<file path="src/rtl/banked_irq_pkg.sv">
package banked_irq_pkg;
  localparam int unsigned DATA_W  = 32;
  localparam int unsigned ADDR_W  = 6;
  localparam int unsigned LOCAL_N = 8;
  localparam int unsigned BANK_W  = 32;
  localparam int unsigned SRC_N   = LOCAL_N + 2 * BANK_W;
  localparam int unsigned IDX_W   = ADDR_W - 2;

  localparam int unsigned B1_SC_N = 5;
  localparam int unsigned B2_SC_N = 6;
  // status word layout
  localparam int unsigned SUM1_BIT  = LOCAL_N;
  localparam int unsigned SUM2_BIT  = LOCAL_N + 1;
  localparam int unsigned SC1_BASE  = LOCAL_N + 2;
  localparam int unsigned SC2_BASE  = SC1_BASE + B1_SC_N;
  localparam int unsigned STAT_USED = SC2_BASE + B2_SC_N;

  typedef enum logic [IDX_W-1:0] {
    IDX_STAT     = 4'd0,
    IDX_PEND_B1  = 4'd1,
    IDX_PEND_B2  = 4'd2,
    IDX_FIQ      = 4'd3,
    IDX_SET_B1   = 4'd4,
    IDX_SET_B2   = 4'd5,
    IDX_SET_LOC  = 4'd6,
    IDX_CLR_B1   = 4'd7,
    IDX_CLR_B2   = 4'd8,
    IDX_CLR_LOC  = 4'd9
  } reg_idx_e;

  function automatic int unsigned b1_sc_line(int unsigned k);
    case (k)
      0: return 7;
      1: return 9;
      2: return 10;
      3: return 18;
      default: return 19;
    endcase
  endfunction

  function automatic int unsigned b2_sc_line(int unsigned k);
    if (k < 5) return 21 + k;
    return 30;
  endfunction

  function automatic logic [BANK_W-1:0] b1_sc_mask();
    logic [BANK_W-1:0] m;
    m = '0;
    for (int unsigned k = 0; k < B1_SC_N; k++) m[b1_sc_line(k)] = 1'b1;
    return m;
  endfunction

  function automatic logic [BANK_W-1:0] b2_sc_mask();
    logic [BANK_W-1:0] m;
    m = '0;
    for (int unsigned k = 0; k < B2_SC_N; k++) m[b2_sc_line(k)] = 1'b1;
    return m;
  endfunction
endpackage

</file>
<file path="src/rtl/irq_en_bank.sv">
module irq_en_bank #(
  parameter int unsigned W = 32
) (
  input  logic         clk_i,
  input  logic         rst_ni,
  input  logic         set_i,
  input  logic         clr_i,
  input  logic [W-1:0] bits_i,
  output logic [W-1:0] en_o
);
  logic [W-1:0] en_q;

  always_ff @(posedge clk_i or negedge rst_ni) begin
    if (!rst_ni)    en_q <= '0;
    else if (set_i) en_q <= en_q | bits_i;
    else if (clr_i) en_q <= en_q & ~bits_i;
  end

  assign en_o = en_q;
endmodule

</file>
<file path="src/rtl/irq_pend_gate.sv">
module irq_pend_gate #(
  parameter int unsigned W = 32
) (
  input  logic [W-1:0] line_i,
  input  logic [W-1:0] en_i,
  output logic [W-1:0] pend_o,
  output logic         any_o
);
  assign pend_o = line_i & en_i;
  assign any_o  = |pend_o;
endmodule

</file>
<file path="src/rtl/irq_stat_word.sv">
module irq_stat_word
  import banked_irq_pkg::*;
(
  input  logic [LOCAL_N-1:0] pend_loc_i,
  input  logic [BANK_W-1:0]  pend_b1_i,
  input  logic [BANK_W-1:0]  pend_b2_i,
  output logic [DATA_W-1:0]  stat_o
);
  localparam logic [BANK_W-1:0] SC1_MASK = b1_sc_mask();
  localparam logic [BANK_W-1:0] SC2_MASK = b2_sc_mask();

  logic [STAT_USED-1:0] used;

  assign used[LOCAL_N-1:0] = pend_loc_i;
  assign used[SUM1_BIT]    = |(pend_b1_i & ~SC1_MASK);
  assign used[SUM2_BIT]    = |(pend_b2_i & ~SC2_MASK);

  for (genvar k = 0; k < B1_SC_N; k++) begin : g_sc1
    assign used[SC1_BASE + k] = pend_b1_i[b1_sc_line(k)];
  end
  for (genvar k = 0; k < B2_SC_N; k++) begin : g_sc2
    assign used[SC2_BASE + k] = pend_b2_i[b2_sc_line(k)];
  end

  assign stat_o = {{(DATA_W - STAT_USED){1'b0}}, used};
endmodule

</file>
<file path="src/rtl/banked_irq_regs.sv">
module banked_irq_regs
  import banked_irq_pkg::*;
(
  input  logic              clk_i,
  input  logic              rst_ni,
  input  logic              we_i,
  input  logic [ADDR_W-1:0] addr_i,
  input  logic [DATA_W-1:0] wdata_i,
  output logic [DATA_W-1:0] rdata_o,
  input  logic [SRC_N-1:0]  irq_src_i,
  output logic              irq_o
);
  localparam int unsigned B1_LO = LOCAL_N;
  localparam int unsigned B2_LO = LOCAL_N + BANK_W;

  logic [IDX_W-1:0]   idx;
  logic [LOCAL_N-1:0] en_loc, pend_loc;
  logic [BANK_W-1:0]  en_b1, en_b2, pend_b1, pend_b2;
  logic               any_loc, any_b1, any_b2;
  logic [DATA_W-1:0]  stat_word, fiq_q;

  assign idx = addr_i[ADDR_W-1:2];

  irq_en_bank #(.W(LOCAL_N)) i_en_loc (
    .clk_i, .rst_ni,
    .set_i (we_i && idx == IDX_SET_LOC),
    .clr_i (we_i && idx == IDX_CLR_LOC),
    .bits_i(wdata_i[LOCAL_N-1:0]),
    .en_o  (en_loc)
  );
  irq_en_bank #(.W(BANK_W)) i_en_b1 (
    .clk_i, .rst_ni,
    .set_i (we_i && idx == IDX_SET_B1),
    .clr_i (we_i && idx == IDX_CLR_B1),
    .bits_i(wdata_i[BANK_W-1:0]),
    .en_o  (en_b1)
  );
  irq_en_bank #(.W(BANK_W)) i_en_b2 (
    .clk_i, .rst_ni,
    .set_i (we_i && idx == IDX_SET_B2),
    .clr_i (we_i && idx == IDX_CLR_B2),
    .bits_i(wdata_i[BANK_W-1:0]),
    .en_o  (en_b2)
  );

  irq_pend_gate #(.W(LOCAL_N)) i_pend_loc (
    .line_i(irq_src_i[LOCAL_N-1:0]), .en_i(en_loc),
    .pend_o(pend_loc), .any_o(any_loc)
  );
  irq_pend_gate #(.W(BANK_W)) i_pend_b1 (
    .line_i(irq_src_i[B1_LO +: BANK_W]), .en_i(en_b1),
    .pend_o(pend_b1), .any_o(any_b1)
  );
  irq_pend_gate #(.W(BANK_W)) i_pend_b2 (
    .line_i(irq_src_i[B2_LO +: BANK_W]), .en_i(en_b2),
    .pend_o(pend_b2), .any_o(any_b2)
  );

  irq_stat_word i_stat (
    .pend_loc_i(pend_loc), .pend_b1_i(pend_b1), .pend_b2_i(pend_b2),
    .stat_o    (stat_word)
  );

  always_ff @(posedge clk_i or negedge rst_ni) begin
    if (!rst_ni)                    fiq_q <= '0;
    else if (we_i && idx == IDX_FIQ) fiq_q <= wdata_i;
  end

  always_comb begin
    rdata_o = '0;
    case (idx)
      IDX_STAT:                rdata_o = stat_word;
      IDX_PEND_B1:             rdata_o = pend_b1;
      IDX_PEND_B2:             rdata_o = pend_b2;
      IDX_FIQ:                 rdata_o = fiq_q;
      IDX_SET_B1, IDX_CLR_B1:  rdata_o = en_b1;
      IDX_SET_B2, IDX_CLR_B2:  rdata_o = en_b2;
      IDX_SET_LOC, IDX_CLR_LOC: rdata_o[LOCAL_N-1:0] = en_loc;
      default:                 rdata_o = '0;
    endcase
  end

  assign irq_o = any_loc | any_b1 | any_b2;
endmodule

</file>
<file path="config.mk">
export PLATFORM = sky130hd
export DESIGN_NAME = banked_irq_regs
export DESIGN_NICKNAME = d
export VERILOG_FILES = /design/src/rtl/banked_irq_pkg.sv /design/src/rtl/irq_en_bank.sv /design/src/rtl/irq_pend_gate.sv /design/src/rtl/irq_stat_word.sv /design/src/rtl/banked_irq_regs.sv
export SDC_FILE = /design/constraint.sdc
export NUM_CORES = 1
export LEC_CHECK = 0
export BUFFER_PORTS_ARGS = -buffer_cell sky130_fd_sc_hd__buf_2
export CAP_MARGIN = 20
export CORE_UTILIZATION = 50
export CTS_CLUSTER_DIAMETER = 50
export DETAILED_ROUTE_END_ITERATION = 8
export PLACE_DENSITY = 0.79
export SETUP_SLACK_MARGIN = 0.15
export SLEW_MARGIN = 40
export SYNTH_ARGS = -nofsm -noshare
export SYNTH_HDL_FRONTEND = slang
export SYNTH_SLANG_ARGS = --single-unit
</file>
<file path="constraint.sdc">
create_clock -name clk_i -period 1.6 [get_ports clk_i]
set_input_delay 0.08 -clock clk_i [delete_from_list [all_inputs] [get_ports clk_i]]
set_output_delay 0.08 -clock clk_i [all_outputs]
set_load 0.05 [all_outputs]
</file>
-- After elaboration in Yosys (flattened, before gate mapping)
Cells that the tools add are included.
- latch bits: 0
- memories kept: 0
- register bits: 104
- bits in read-only memories: 0
- memory bits (writable): 0
- output and inout bits: 33
- logic and storage cells: 53
- bits of input ports: 113
- $add $sub $neg: 0
- bitwise gates (word level): 13
- muxes and demuxes: 8
- reduce and logical (&&, ||, !) cells: 19
- $mul: 0
- div/mod/pow operators: 0
- equality and inequality tests: 9
- shifts and indexed selects: 0
- order comparisons: 0
- operator list (operator ; count):
    $pmux W24 S6 ; 1
    $and A32 B32 Y32 ; 4
    $mux W32 ; 4
    $or A32 B32 Y32 ; 2
    $reduce_or A32 Y1 ; 2
    $pmux W8 S7 ; 1
    $not A32 Y32 ; 1
    $reduce_or A27 Y1 ; 1
    $reduce_or A26 Y1 ; 1
    $and A8 B8 Y8 ; 2
    $eq A4 B3 Y1 const B ; 4
    $mux W8 ; 2
    $eq A4 B2 Y1 const B ; 2
    $eq A4 B4 Y1 const B ; 2
    $not A8 Y8 ; 1
    $or A8 B8 Y8 ; 1
    $reduce_or A8 Y1 ; 1
    $logic_and A1 B1 Y1 ; 7
    $reduce_bool A2 Y1 ; 3
    $reduce_or A2 Y1 ; 3
    $eq A4 B1 Y1 const B ; 1
    $logic_not A4 Y1 ; 1
    $or A1 B1 Y1 ; 2

-- Longest topological paths before layout
- depth in word-level cells: 4
- depth in mapped cells: 9
- mapped depth without buffers: 5

-- Hierarchy
From an unflattened synthesis, not the netlist that was laid out.
- cell total of the unflattened synthesis: 766
- area total of the unflattened synthesis: 7547.2 sq um
- modules (own cells, without submodules) (module ; cells an instance ; area an instance (sq um) ; seq. area each (sq um) ; instances):
    banked_irq_regs ; 386 ; 3717.3 ; 800.8 ; 1
    irq_en_bank at i_en_b1 ... ; 102 ; 1249.9 ; 800.8 ; 2
    irq_pend_gate at i_pend_b1 ... ; 45 ; 297.8 ; 0.0 ; 2
    irq_stat_word ; 49 ; 347.8 ; 0.0 ; 1
    irq_en_bank at i_en_loc ; 26 ; 312.8 ; 200.2 ; 1
    irq_pend_gate at i_pend_loc ; 11 ; 73.8 ; 0.0 ; 1

-- Worst setup path before layout
Ideal clock, no wire load.
- path type: input port to output port
- start: input addr_i[2]
- end: output rdata_o[23]
- required time: 1520 ps
- slack: -469 ps
- path buffers: 3
- stages: 7
- data arrival time: 1989 ps
- cells stage by stage: clkbuf_2 -> or3b_1 -> a21oi_2 -> buf_2 -> buf_2 -> a21oi_1 -> o21ai_1
- word-level cells in the longest chain between the ends: 3
- elaborated cells between the ends (all ways): 11
- classes of those cells: eq/ne (7); mux (1); reduce/logical (3)
- ends and longest elaborated chain (what ; line ; text):
    start: declaration ; banked_irq_regs.sv:7 ; input logic [ADDR_W-1:0] addr_i,
    $eq A4 B3 Y1 / $eq A4 B4 Y1 (equally long branches) ; banked_irq_regs.sv:71 ; case (idx)
    $reduce_or A2 Y1 ; banked_irq_regs.sv:71 ;
    $pmux W24 S6 (*) ; banked_irq_regs.sv:71 ;
    end: declaration ; banked_irq_regs.sv:9 ; output logic [DATA_W-1:0] rdata_o,
Mark *: on every way between the ends. The rest lies on a longest branch, timed or not.

==> metrics list <==
- Critical path type: reg -> out
* Switching component of the power: around 3.1 mW
- Clock tree from TritonCTS: built
* Horizontal die dimension: 109 µm
* Number of buffers inserted during clock tree synthesis: 9
- Register share of total power: 39.1%
* Via count: 7279
- Entering global routing, the biggest net connects 40 pins.
* Worst ir drop on vdd: 1240 µV
* First-pass GRT wire length: 37.5 mm
- Across the run, the number of max-cap violations was 0.
- During placement, the flow inserted port buffers numbering approximately 140.
* Dominant cell type by area after synthesis: dfrtp_1
- Compared with the post-synthesis result, the final layout area differs by 64.3%.
- The die is between 100 and 150 µm tall.
- Synthesized Nets: between 600 and 700
- The number of hold violations in the final report is 0.
- Number of flops mapped to enable cells by yosys: 0
- Fraction of power spent switching nets: roughly a third
* Weighted congestion at the end of routability-driven global placement: about 0.9
- Synthesis produced slightly below 600 cells.
* Worst-case setup slack after placement: -388 ps
* Combined area of all synthesized cells: between 0.005 and 0.006 mm²
* Slowest stage cell, crit path: or4_4
- Number of slew-limit violations in the final report: 0
- Cell chain of the critical path: a222oi_1, nand3_1, nor2_2, nand4_1, or4_4, buf_6
- The initial utilization of the core area, before any placement, comes to roughly half.
- Biggest area contributors in the synthesized netlist: dfrtp_1, nand2_1, a22o_1
- Combinational logic is responsible for around a third of the overall power.
* Min Tclk post-route: between 2000 and 2500 ps
- The clock network burns about a quarter of the power.
* Placeable core region: 0.0110 mm²
- Detail-routed via count per cell: between 7 and 8
* Non-filler cells, final: 1011
- Total internal power: between 5 and 6 mW
- At the pin with the least slew margin, the transition time is around 470 ps.
* Share of the synthesized area in the top cell type: roughly 46%
- Unrepaired setup endpoints after global routing: true
- Of the available clock period, the critical path in the final layout requires 151%.
* Clock sink total: approximately 100
* Failing checks: negative setup slack
- Worst path bufs/invs: 1
- The number of global-route vias before repair came to slightly below 7000.
- First-pass detailed-route iteration total: 5
- Hold crit path type: in -> reg
- Number of warning messages in the yosys log: 0
- Data arrival time of the worst path: roughly 2300 ps
* Skew final: 0 ps
- In this run the remaining antenna-violating nets after routing total 0.
- The number of antenna diodes in the final layout is 0.
- CTS Buffer Depth: 2
- Final hold analysis gives a worst-case slack of 8.28 ps.
- Final setup violation count: 24
- The post-route netlist has around 58% of its cells at a drive strength greater than 1.
* Dominant cell by count in the synthesized netlist: nand2_1
- STA classifies the critical path startpoint as a register.
* Max FO, Critical Path: 2
* Max_slew headroom: between 60% and 70%
* Initial antenna violation count: 0
- Grt ovf: 0
- Status: finished, violations left
- CTS placed an instance of clkbuf_16 at the clock tree root.
- Io pins: between 100 and 150
* Detailed Route WL: between 20 and 30 mm
- Endpoint type of the worst setup path: output pin
- Ys async rst share: 100%
* CP required: between 1500 and 2000 ps
- Largest incremental delay on the critical path: about 510 ps
* Insertion delay of the later-clocked pin in the worst-skew pair: roughly 370 ps
* Gate family responsible for the most delay along the worst path: simple AND/OR/NAND/NOR gates
- P_leak: 4.54 nW
- After synthesis the netlist holds a flip-flop and latch count of 104.
- Peak Freq: 413 MHz
- Final Total Pwr: a little under 9 mW
- Avg Cell Area, Syn: around 9.8 µm²
* Library cells used by synthesis: 37
* Gr usage total: 43.4%
- Most numerous cell types in the synthesized netlist: nand2_1, dfrtp_1, a22o_1, mux2_2, a22oi_1
- The wire-length estimate of the detail-placed layout is between 15 and 20 mm.
- Drc violations: 0
- Primary flip-flop cell chosen by synthesis mapping: dfrtp_1
* Floorplan row count: 38
- The H-tree was split into 3 levels.
- Clock-pin slew was measured on the worst setup and hold paths at about 80 ps.
- Dividing the detail-routed wire length by the instance count gives between 20 and 30 µm.
* Pwr/cell area: 949 mW/mm²
* Layout filler cell count: 501
- Initial DRC count: between 1000 and 1500
- Across all setup checks in the final design, the least slack found is -822 ps.
* Cells after DPL: between 900 and 1000
* Total number of nets in the final design: ~980
- Part of the Yosys area used for sequential elements: a little under half
* Overall die area: around 0.012 mm²
## stage by stage
stage          util [%]  TNS (ps)  instance area (µm²)
2_1_floorplan         -      -434                 6130
3_3_place_gp       72.6    -10510                 7980
3_5_place_dp       72.6    -15670                 7980
4_1_cts            82.6     -2040                 9070
5_1_grt            85.1     -4080                 9350
6_report           85.1     -3470                 9350
## routing by layer
metal,vias up,global-route usage [%],part of all wire [%]
li1,2759,-,-
met1,3461,53.5,34
met2,828,68.2,44
met3,231,13.5,14
met4,0,23.1,7.6
met5,-,0,0
## power by group through the flow
stage / combinational (mW) / sequential, mW / clock, mW
2_1_floorplan: 1.25 / 3.42 / 0
6_report: 3.13 / 3.47 / 2.27
5_1_grt: 3.21 / 3.50 / 2.35
4_1_cts: 2.81 / 3.41 / 2.23
3_3_place_gp: 2.41 / 3.40 / 0
3_5_place_dp: 2.49 / 3.43 / 0
## layout make-up
cell class / instances / area (µm²) / area share (%)
clock buffer: 11 / 253 / 2.70
clock inverter: 5 / 37.5 / 0.402
inverter: 7 / 26.3 / 0.281
multi-input combinational: 431 / 3610 / 38.7
sequential: 104 / 2600 / 27.8
tap: 140 / 175 / 1.87
timing repair buffer: 313 / 2640 / 28.2
## layout by cell type (no fill, tap or decap), types with 16 or more instances in the layout
cell type	n
buf_4	114
buf_2	106
nand2_1	105
dfrtp_1	104
buf_6	57
a22o_1	49
nand2_2	37
mux2_2	34
mux2_4	30
a22oi_1	23
nand4_1	20
buf_12	16
## worst paths after layout
kind                             start         to  slack (ps)  cells after the start
hold reg to reg              fiq_q[19]  fiq_q[19]         510                      1
hold / removal             wdata_i[12]  fiq_q[12]           8                      2
min in group asynchronous       rst_ni  fiq_q[30]         200                      2
setup reg to reg              register   register         510                      4
setup / recovery              register      irq_o        -820                      6
max in group asynchronous       rst_ni  fiq_q[15]         790                      3
## what timing repair did
action                                  CTS  global route
pin swaps                                39            27
hold buffers                              4             1
gates resized for setup                 160            43
endpoints found under the setup margin   34            51
endpoints found under the hold margin    33             1
cloned                                    3             0
setup buffers                            10             9
## cells by family after synthesis
logic type / Yosys count / share of synthesized area (%)
AND/OR/NAND/NOR: 215 / 16.8
buffers and inverters: 43 / 3.26
AO/OA/AOI/OAI: 152 / 21.5
flip-flops: 104 / 45.8
multiplexers: 64 / 12.7
(Power assumes the default switching activity.)
